$ cat config.mk
export PLATFORM = sky130hd
export DESIGN_NAME = pmul_top
export DESIGN_NICKNAME = d
export VERILOG_FILES = /design/src/rtl/pmul_pkg.sv /design/src/rtl/pmul_stage.sv /design/src/rtl/pmul_cpa.sv /design/src/rtl/pmul_top.sv
export SDC_FILE = /design/constraint.sdc
export NUM_CORES = 1
export LEC_CHECK = 0
export CAP_MARGIN = 20
export CORE_MARGIN = 2
export CORE_UTILIZATION = 38
export CTS_BUF_LIST = sky130_fd_sc_hd__clkbuf_8
export DETAILED_ROUTE_END_ITERATION = 7
export HOLD_SLACK_MARGIN = 0.03
export PLACE_DENSITY_LB_ADDON = 0.1
export SKIP_CTS_REPAIR_TIMING = 1
export SYNTH_ARGS = -nofsm -noshare
export SYNTH_HDL_FRONTEND = slang
export SYNTH_HIERARCHICAL = 1
export SYNTH_SLANG_ARGS = --single-unit
$ cat constraint.sdc
create_clock -name clk -period 3.7 [get_ports clk]
set_input_delay 0.74 -clock clk [delete_from_list [all_inputs] [get_ports clk]]
set_output_delay 0.74 -clock clk [all_outputs]
set_load 0.05 [all_outputs]
$ cat src/rtl/pmul_pkg.sv
package pmul_pkg;

    // Number of pipeline stages for operand width w and p positions per stage.
    function automatic int num_stages(int w, int p);
        return (w + p - 1) / p;
    endfunction

    // Accumulator width after stage s (s = -1 gives the width entering stage 0).
    function automatic int acc_w(int w, int p, int s);
        int n;
        n = (s + 1) * p + w;
        return (n > 2 * w) ? 2 * w : n;
    endfunction

    // Bit offset of stage s's accumulator slot in the flat accumulator bus.
    function automatic int acc_off(int w, int p, int s);
        int t;
        t = 0;
        for (int i = 0; i < s; i++) t += acc_w(w, p, i);
        return t;
    endfunction

    // Multiplicand bits still needed on entry to stage s.
    function automatic int mc_w(int w, int p, int s);
        return w - s * p;
    endfunction

    // Offset of the registered multiplicand slot for stage s (s >= 1).
    function automatic int mc_off(int w, int p, int s);
        int t;
        t = 0;
        for (int i = 1; i < s; i++) t += mc_w(w, p, i);
        return t;
    endfunction

    // Partial products handled by stage s (fewer in a partially filled last stage).
    function automatic int pp_count(int w, int p, int s);
        int r;
        r = w - s * p;
        return (r < p) ? r : p;
    endfunction

endpackage

$ cat src/rtl/pmul_stage.sv
module pmul_stage #(
    parameter int W    = 16,
    parameter int P    = 4,
    parameter int IDX  = 0,
    parameter int AIN  = pmul_pkg::acc_w(W, P, IDX - 1),
    parameter int AOUT = pmul_pkg::acc_w(W, P, IDX),
    parameter int NB   = pmul_pkg::pp_count(W, P, IDX)
) (
    input  logic            clk,
    input  logic            rst,
    input  logic            vld_in,
    input  logic [AIN-1:0]  sum_in,
    input  logic [AIN-1:0]  car_in,
    input  logic [W-1:0]    mpl,
    input  logic [NB-1:0]   mcd,
    output logic            vld_q,
    output logic [AOUT-1:0] sum_q,
    output logic [AOUT-1:0] car_q
);

    localparam int BASE = IDX * P;
    localparam int XW   = 2 * W;
    localparam int EW   = XW + 1;

    logic [XW-1:0] s_w;
    logic [XW-1:0] c_w;

    // Chain of 3:2 compressors, one per partial product of this stage.
    always_comb begin
        logic [XW-1:0] acc_s;
        logic [XW-1:0] acc_c;
        logic [XW-1:0] pp;
        logic [XW-1:0] nxt;
        acc_s = XW'(sum_in);
        acc_c = XW'(car_in);
        for (int j = 0; j < NB; j++) begin
            pp    = mcd[j] ? (XW'(mpl) << (BASE + j)) : '0;
            nxt   = acc_s ^ acc_c ^ pp;
            acc_c = ((acc_s & acc_c) | (acc_s & pp) | (acc_c & pp)) << 1;
            acc_s = nxt;
        end
        s_w = acc_s;
        c_w = acc_c;
    end

    always_ff @(posedge clk) begin
        if (rst) vld_q <= 1'b0;
        else     vld_q <= vld_in;
        sum_q <= s_w[AOUT-1:0];
        car_q <= c_w[AOUT-1:0];
    end

    if (AOUT < XW) begin : g_trim_chk
        AST_NO_OVERFLOW: assert property (@(posedge clk) disable iff (rst)
            vld_in |-> (s_w[XW-1:AOUT] == '0 && c_w[XW-1:AOUT] == '0))
            else $error("stage %0d loses accumulator bits", IDX);
    end

    AST_ZERO_SLICE_PASS: assert property (@(posedge clk) disable iff (rst)
        (vld_in && mcd == '0) |=>
        (EW'(sum_q) + EW'(car_q)) == $past(EW'(sum_in) + EW'(car_in)))
        else $error("stage %0d altered total on empty slice", IDX);

    AST_ZERO_MULT: assert property (@(posedge clk) disable iff (rst)
        (vld_in && mpl == '0 && sum_in == '0 && car_in == '0) |=>
        (sum_q == '0 && car_q == '0))
        else $error("stage %0d nonzero total for zero multiplier", IDX);

endmodule

$ cat src/rtl/pmul_cpa.sv
module pmul_cpa #(
    parameter int W = 16
) (
    input  logic           clk,
    input  logic           rst,
    input  logic           vld,
    input  logic [2*W-1:0] a,
    input  logic [2*W-1:0] b,
    output logic [2*W-1:0] sum
);

    logic co;

    assign {co, sum} = a + b;

    AST_NO_CARRY_OUT: assert property (@(posedge clk) disable iff (rst)
        vld |-> !co)
        else $error("final add overflowed the product width");

endmodule

$ cat src/rtl/pmul_top.sv
module pmul_top #(
    parameter int W = 16,
    parameter int P = 4
) (
    input  logic           clk,
    input  logic           rst,
    input  logic           in_vld,
    input  logic [W-1:0]   mplier,
    input  logic [W-1:0]   mcand,
    output logic           out_vld,
    output logic [2*W-1:0] prod
);

    import pmul_pkg::*;

    localparam int S        = num_stages(W, P);
    localparam int XW       = 2 * W;
    localparam int ACC_TOT  = acc_off(W, P, S);
    localparam int ACC_LAST = acc_off(W, P, S - 1);
    localparam int MC_TOT   = mc_off(W, P, S);

    logic [ACC_TOT-1:0] sum_bus;
    logic [ACC_TOT-1:0] car_bus;
    logic [S-1:0]       vld_bus;
    logic [W-1:0]       mpl_pipe [1:S-1];
    logic [MC_TOT-1:0]  mcd_bus;

    for (genvar s = 0; s < S; s++) begin : g_st
        localparam int AW = acc_w(W, P, s);
        localparam int AO = acc_off(W, P, s);
        localparam int NB = pp_count(W, P, s);
        localparam int MW = mc_w(W, P, s);

        if (s == 0) begin : g_head
            pmul_stage #(.W(W), .P(P), .IDX(0)) u_stage (
                .clk    (clk),
                .rst    (rst),
                .vld_in (in_vld),
                .sum_in ('0),
                .car_in ('0),
                .mpl    (mplier),
                .mcd    (mcand[NB-1:0]),
                .vld_q  (vld_bus[0]),
                .sum_q  (sum_bus[AO +: AW]),
                .car_q  (car_bus[AO +: AW])
            );

            always_ff @(posedge clk) begin
                mpl_pipe[1] <= mplier;
                mcd_bus[mc_off(W, P, 1) +: mc_w(W, P, 1)] <= mcand[W-1:P];
            end
        end else begin : g_body
            localparam int PAO = acc_off(W, P, s - 1);
            localparam int PAW = acc_w(W, P, s - 1);
            localparam int MO  = mc_off(W, P, s);

            logic [MW-1:0] mcd_cur;
            assign mcd_cur = mcd_bus[MO +: MW];

            pmul_stage #(.W(W), .P(P), .IDX(s)) u_stage (
                .clk    (clk),
                .rst    (rst),
                .vld_in (vld_bus[s-1]),
                .sum_in (sum_bus[PAO +: PAW]),
                .car_in (car_bus[PAO +: PAW]),
                .mpl    (mpl_pipe[s]),
                .mcd    (mcd_cur[NB-1:0]),
                .vld_q  (vld_bus[s]),
                .sum_q  (sum_bus[AO +: AW]),
                .car_q  (car_bus[AO +: AW])
            );

            if (s < S - 1) begin : g_pass
                always_ff @(posedge clk) begin
                    mpl_pipe[s+1] <= mpl_pipe[s];
                    mcd_bus[mc_off(W, P, s + 1) +: mc_w(W, P, s + 1)] <= mcd_cur[MW-1:P];
                end
            end
        end
    end

    pmul_cpa #(.W(W)) u_cpa (
        .clk (clk),
        .rst (rst),
        .vld (vld_bus[S-1]),
        .a   (sum_bus[ACC_LAST +: XW]),
        .b   (car_bus[ACC_LAST +: XW]),
        .sum (prod)
    );

    assign out_vld = vld_bus[S-1];

    AST_QUIET_AFTER_RESET: assert property (@(posedge clk) disable iff (rst)
        $fell(rst) |-> !out_vld)
        else $error("valid output right after reset release");

endmodule

* After elaboration in Yosys (flattened, before gate mapping)
Memory sizes are Yosys's and may differ from the RTL's.
Index checks and enable logic that the tools add are counted.
** Storage, ports and cells
- Flip-flop bits (word level) :: 232
- Memory bits (writable) :: 48
- Memories kept :: 1
** Memories
- mpl_pipe :: depth 3, width 16, read ports 3, clocked after Yosys merged registers in 0, write ports 3, line pmul_top.sv:25 : logic [W-1:0] mpl_pipe [1:S-1];
** Cells by class
- Add/sub/neg operators :: 1
- Multiplexer cells :: 16
- Bitwise gates (word level) :: 100
** Operators by type and width (count)
- 31-bit AND :: 9
- 31-bit OR :: 8
- 27-bit OR :: 6
- 28-bit XOR :: 5
- 23-bit OR :: 6
- 32-bit XOR :: 4
- 24-bit XOR :: 5
- 27-bit AND :: 4
- 20-bit XOR :: 5
- 23-bit AND :: 4
- 19-bit OR :: 4
- 24-bit AND :: 3
- 28-bit by 31-bit AND with 31-bit output :: 2
- 20-bit AND :: 3
- 19-bit AND :: 3
- 27-bit by 26-bit AND with 27-bit output :: 2
- 23-bit by 22-bit AND with 23-bit output :: 2
- 17-bit by 18-bit AND with 18-bit output :: 2
- 32-bit adder :: 1
- 32-bit by 29-bit XOR with 32-bit output :: 1
- 32-bit by 30-bit XOR with 32-bit output :: 1
- 31-bit two-way mux :: 1
- 30-bit two-way mux :: 1
- 29-bit two-way mux :: 1
- other kinds (34) :: 34

* Logic depth before layout (Yosys ltp)
An unclocked memory read counts as a cell.
- Word-level depth :: 14
- Depth in mapped cells :: 11
- Mapped depth without buffers :: 10

* Cells and area by module
The synthesis kept the hierarchy.
** By module, submodules not included
- pmul_stage at g_st[3].g_body.u_stage :: instances 1, cells each 311, area each 3751.1 um2, sequential area each 1201.2 um2
- pmul_stage at g_st[2].g_body.u_stage :: instances 1, cells each 287, area each 3394.5 um2, sequential area each 1041.0 um2
- pmul_stage at g_st[1].g_body.u_stage :: instances 1, cells each 263, area each 3036.7 um2, sequential area each 880.8 um2
- pmul_stage at g_st[0].g_head.u_stage :: instances 1, cells each 239, area each 2670.1 um2, sequential area each 720.7 um2
- pmul_cpa :: instances 1, cells each 221, area each 1601.5 um2, sequential area each 0.0 um2
- pmul_top :: instances 1, cells each 73, area each 1445.1 um2, sequential area each 1441.4 um2

* Worst setup path after synthesis
Ideal clock, no wire load.
- Kind :: reg2out
- Start point :: register g_st[3].g_body.u_stage.sum_q[5]
- End point :: output prod[28]
- Arrival time :: 2.613 ns
- Path slack :: 0.347 ns
- Cell stages (with the launch flop) :: 9
- Path buffers :: 0
- Cell sequence :: dfxtp_1 -> ha_1 -> a221oi_2 -> a221o_2 -> o2111ai_2 -> o211ai_2 -> o31ai_2 -> o21ai_1 -> xnor2_1
** Between the ends
- Cells in the longest elaborated chain, start to end :: 1
** Ends and longest elaborated chain
- start: declaration :: line pmul_stage.sv:17 : output logic [AOUT-1:0] sum_q,
- start signal: assignment :: line pmul_stage.sv:49 : sum_q <= s_w[AOUT-1:0];
- 32-bit adder :: line pmul_cpa.sv:14 : assign {co, sum} = a + b;
- end: declaration :: line pmul_top.sv:11 : output logic [2*W-1:0] prod
No other way between the ends.

* Worst setup path in the final report
- Start point :: register g_st[3].g_body.u_stage.sum_q[18]
- End point :: output prod[31]
Same word-level chain as after synthesis.

==> reports/results.ini <==
[power_and_ir_drop]
seqPwrFrac_pct=26.1
swShare_pct=42.0
p_leak_nw=8.92
switchingPower_mw=6.91
irDropWorstVdd_uv=601
clkPwrFrac_pct=15.3
p_int_mw=9.54
combPwrFrac_pct=58.6
power_density_mw_per_mm2=892
power.total_mw=16.4

[detailed_routing]
vias=8646
first_iter_violations=172
ant_nets=0
finalWirelength_mm=24.3
vias_per_cell=4.14
drt_pass1_iterations=4
wl_per_cell_um=11.6
drc=0

[synthesis]
ys_seq_area_share_pct=33.2
syn_area_per_cell_um2=11.4
syn_inst=1394
synth.cell_area_mm2=0.0159
synth_cell_types=49
ys.flop_type=dfxtp_1
synth_seq_cells=264
yosysWarningCount=6
async_flop_share_pct=0
synth_edf_count=0

[timing]
finalCritPeriodShare_pct=101
period_needed_ps=3750
tns_ps=-45.8
skew_ps=15.9
setup_ws_ps=-45.8
slew_headroom_pct=62.9
hold_ws_ps=324
rsz0062_at_grt=true
tightest_slew_ps=555
fmax_mhz=267
hold_violations=0
slew_viol_final=0
finalSetupViolCount=1

[grt]
gr-total-overflow=0
grt_pass1_wl_mm=42.0
grt_pass1_vias=9169
antenna_found_initial=0
grtUsageTotal_pct=11.5
grt_max_degree=17

[critical_path]
crit_path_end_kind=output port
ff2ff_path_depth=7
worst-path-buf-inv=2
cpPeakStageDelay_ps=420
crit_family=simple AND/OR/NAND/NOR gates
critPathRequiredTime_ps=2960
slowest_stage=nor4_2
crit_fanout=6
cp_cell_sequence=ha_1 -> nand4_1 -> nor4_2 -> a211oi_1 -> buf_4 -> o31ai_1 -> a21oi_1 -> xnor2_1 -> buf_12
crit_type=reg2out
cp_num_cells=9
arrival_ps=3010
start_kind=flip-flop

[cts]
clk_latency_ps=550
clock-sinks=264
cts-root-buf=clkbuf_8
cts_tree=yes
clockBufferDepth=3
clk_pin_slew_ps=70
cts_inserted_buffers=44
htree_levels=2

[placed_design]
dp_hpwl_mm=20.3
globalplace.congestion=0.777
place_area_mm2=0.0172
port_buffers=67

[outcome]
violations=setup timing
status=finished, violations left

[cells_and_area]
area_growth_pct=16.0
final_cell_mix=275 x inv_1, 259 x dfxtp_1, 245 x fa_1
final_util_pct=44.9
n_antenna_cell=0
nets=1943
drive_gt1_share_pct=9.84
design_area_mm2=0.0184
final_common_cell=inv_1

[die]
row_count=74
die_area_mm2=0.0435
start_util_pct=38.7
chipHeight_um=209
coreArea_mm2=0.0411
fp.dieW_um=209
pin_count=68

[run]
maxCapViolations=0

[hold_path]
hold_class=reg2reg
hold_path_depth=0

through the flow:
step           cells  setup slack [ps]
6_report        2087             -45.8
5_1_grt         2087              -216
4_1_cts         2080              -311
3_5_place_dp    2003               197
3_3_place_gp    2003               230
2_1_floorplan   1441               347
cell type report:
class                      instances  area (um2)
inverter                         263         987
timing repair buffer              78         891
clock buffer                      56         771
clock inverter                    21         121
tap                              532         666
multi-input combinational        873        9710
fill                            3915       22700
sequential                       264        5290
metal layers:
| layer | track usage (%) | up-vias | wire [um] |
|---|---|---|---|
| met5 | 0 | - | 0 |
| met4 | 4.36 | 0 | 601 |
| met3 | 2.07 | 44 | 777 |
| met2 | 18.5 | 103 | 10600 |
| met1 | 15.4 | 4085 | 12300 |
| li1 | - | 4414 | - |
power by group through the flow:
stage          clock [mW]  combinational (mW)  sequential (mW)
2_1_floorplan           0                6.47             4.22
3_3_place_gp            0                9.23             4.37
3_5_place_dp            0                9.33             4.36
4_1_cts              2.64                9.40             4.30
5_1_grt              2.75                11.1             4.40
6_report             2.52                9.64             4.29
worst register-to-register path: stages (launching register included):
cell and delay [ps]:
dfxtp_1 610, and2_2 250, fa_1 410, inv_1 80, fa_1 400, inv_1 80, fa_1 430, fa_1 430
cell families (layout without fill, tap and decap cells):
| kind of cell | Yosys count | after routing | share of synthesized area, % |
|---|---|---|---|
| other | 5 | 52 | 0.118 |
| buffers and inverters | 304 | 418 | 8.44 |
| adder cells (fa/ha/maj) | 384 | 384 | 41.8 |
| AO/OA/AOI/OAI | 94 | 94 | 3.87 |
| XOR/XNOR | 29 | 29 | 1.60 |
| AND/OR/NAND/NOR | 314 | 314 | 10.9 |
| flip-flops | 264 | 264 | 33.2 |
flip-flops by register name, summed over array words and instances (netlist names):
name / flops
g_st.g_body.u_stage/vld_q: 3
g_st.g_head.u_stage/vld_q: 1
g_st.g_body.mcd_cur: 24
g_st.g_head.u_stage/sum_q: 19
mpl_pipe: 48
g_st.g_head.u_stage/car_q: 16
g_st.g_body.u_stage/car_q: 72
g_st.g_body.u_stage/sum_q: 81
synth_stat cells, types with 12 or more instances:
cell,number,area [um2]
inv_1,263,987
xnor2_1,20,175
nand2_1,83,312
buf_4,21,158
a21o_1,12,90.1
fa_1,245,4900
o21ai_0,16,80.1
dfxtp_1,264,5290
ha_1,139,1740
and2_1,182,1140
buf_6,16,180
a21oi_1,32,160
worst paths after layout:
check / from / end / slack [ps]
hold / removal: g_st[1].g_body.mcd_cur[4]$_DFF_P_ / g_st[2].g_body.mcd_cur[0]$_DFF_P_ / 320
setup reg to reg: g_st[2].g_body.mcd_cur[0]$_DFF_P_ / g_st[2].g_body.u_stage/sum_q[13]$_DFF_P_ / 880
hold reg to reg: g_st[1].g_body.mcd_cur[4]$_DFF_P_ / g_st[2].g_body.mcd_cur[0]$_DFF_P_ / 320
setup / recovery: g_st[3].g_body.u_stage/sum_q[18]$_DFF_P_ / prod[31] / -50
(Power assumes the default switching activity.)
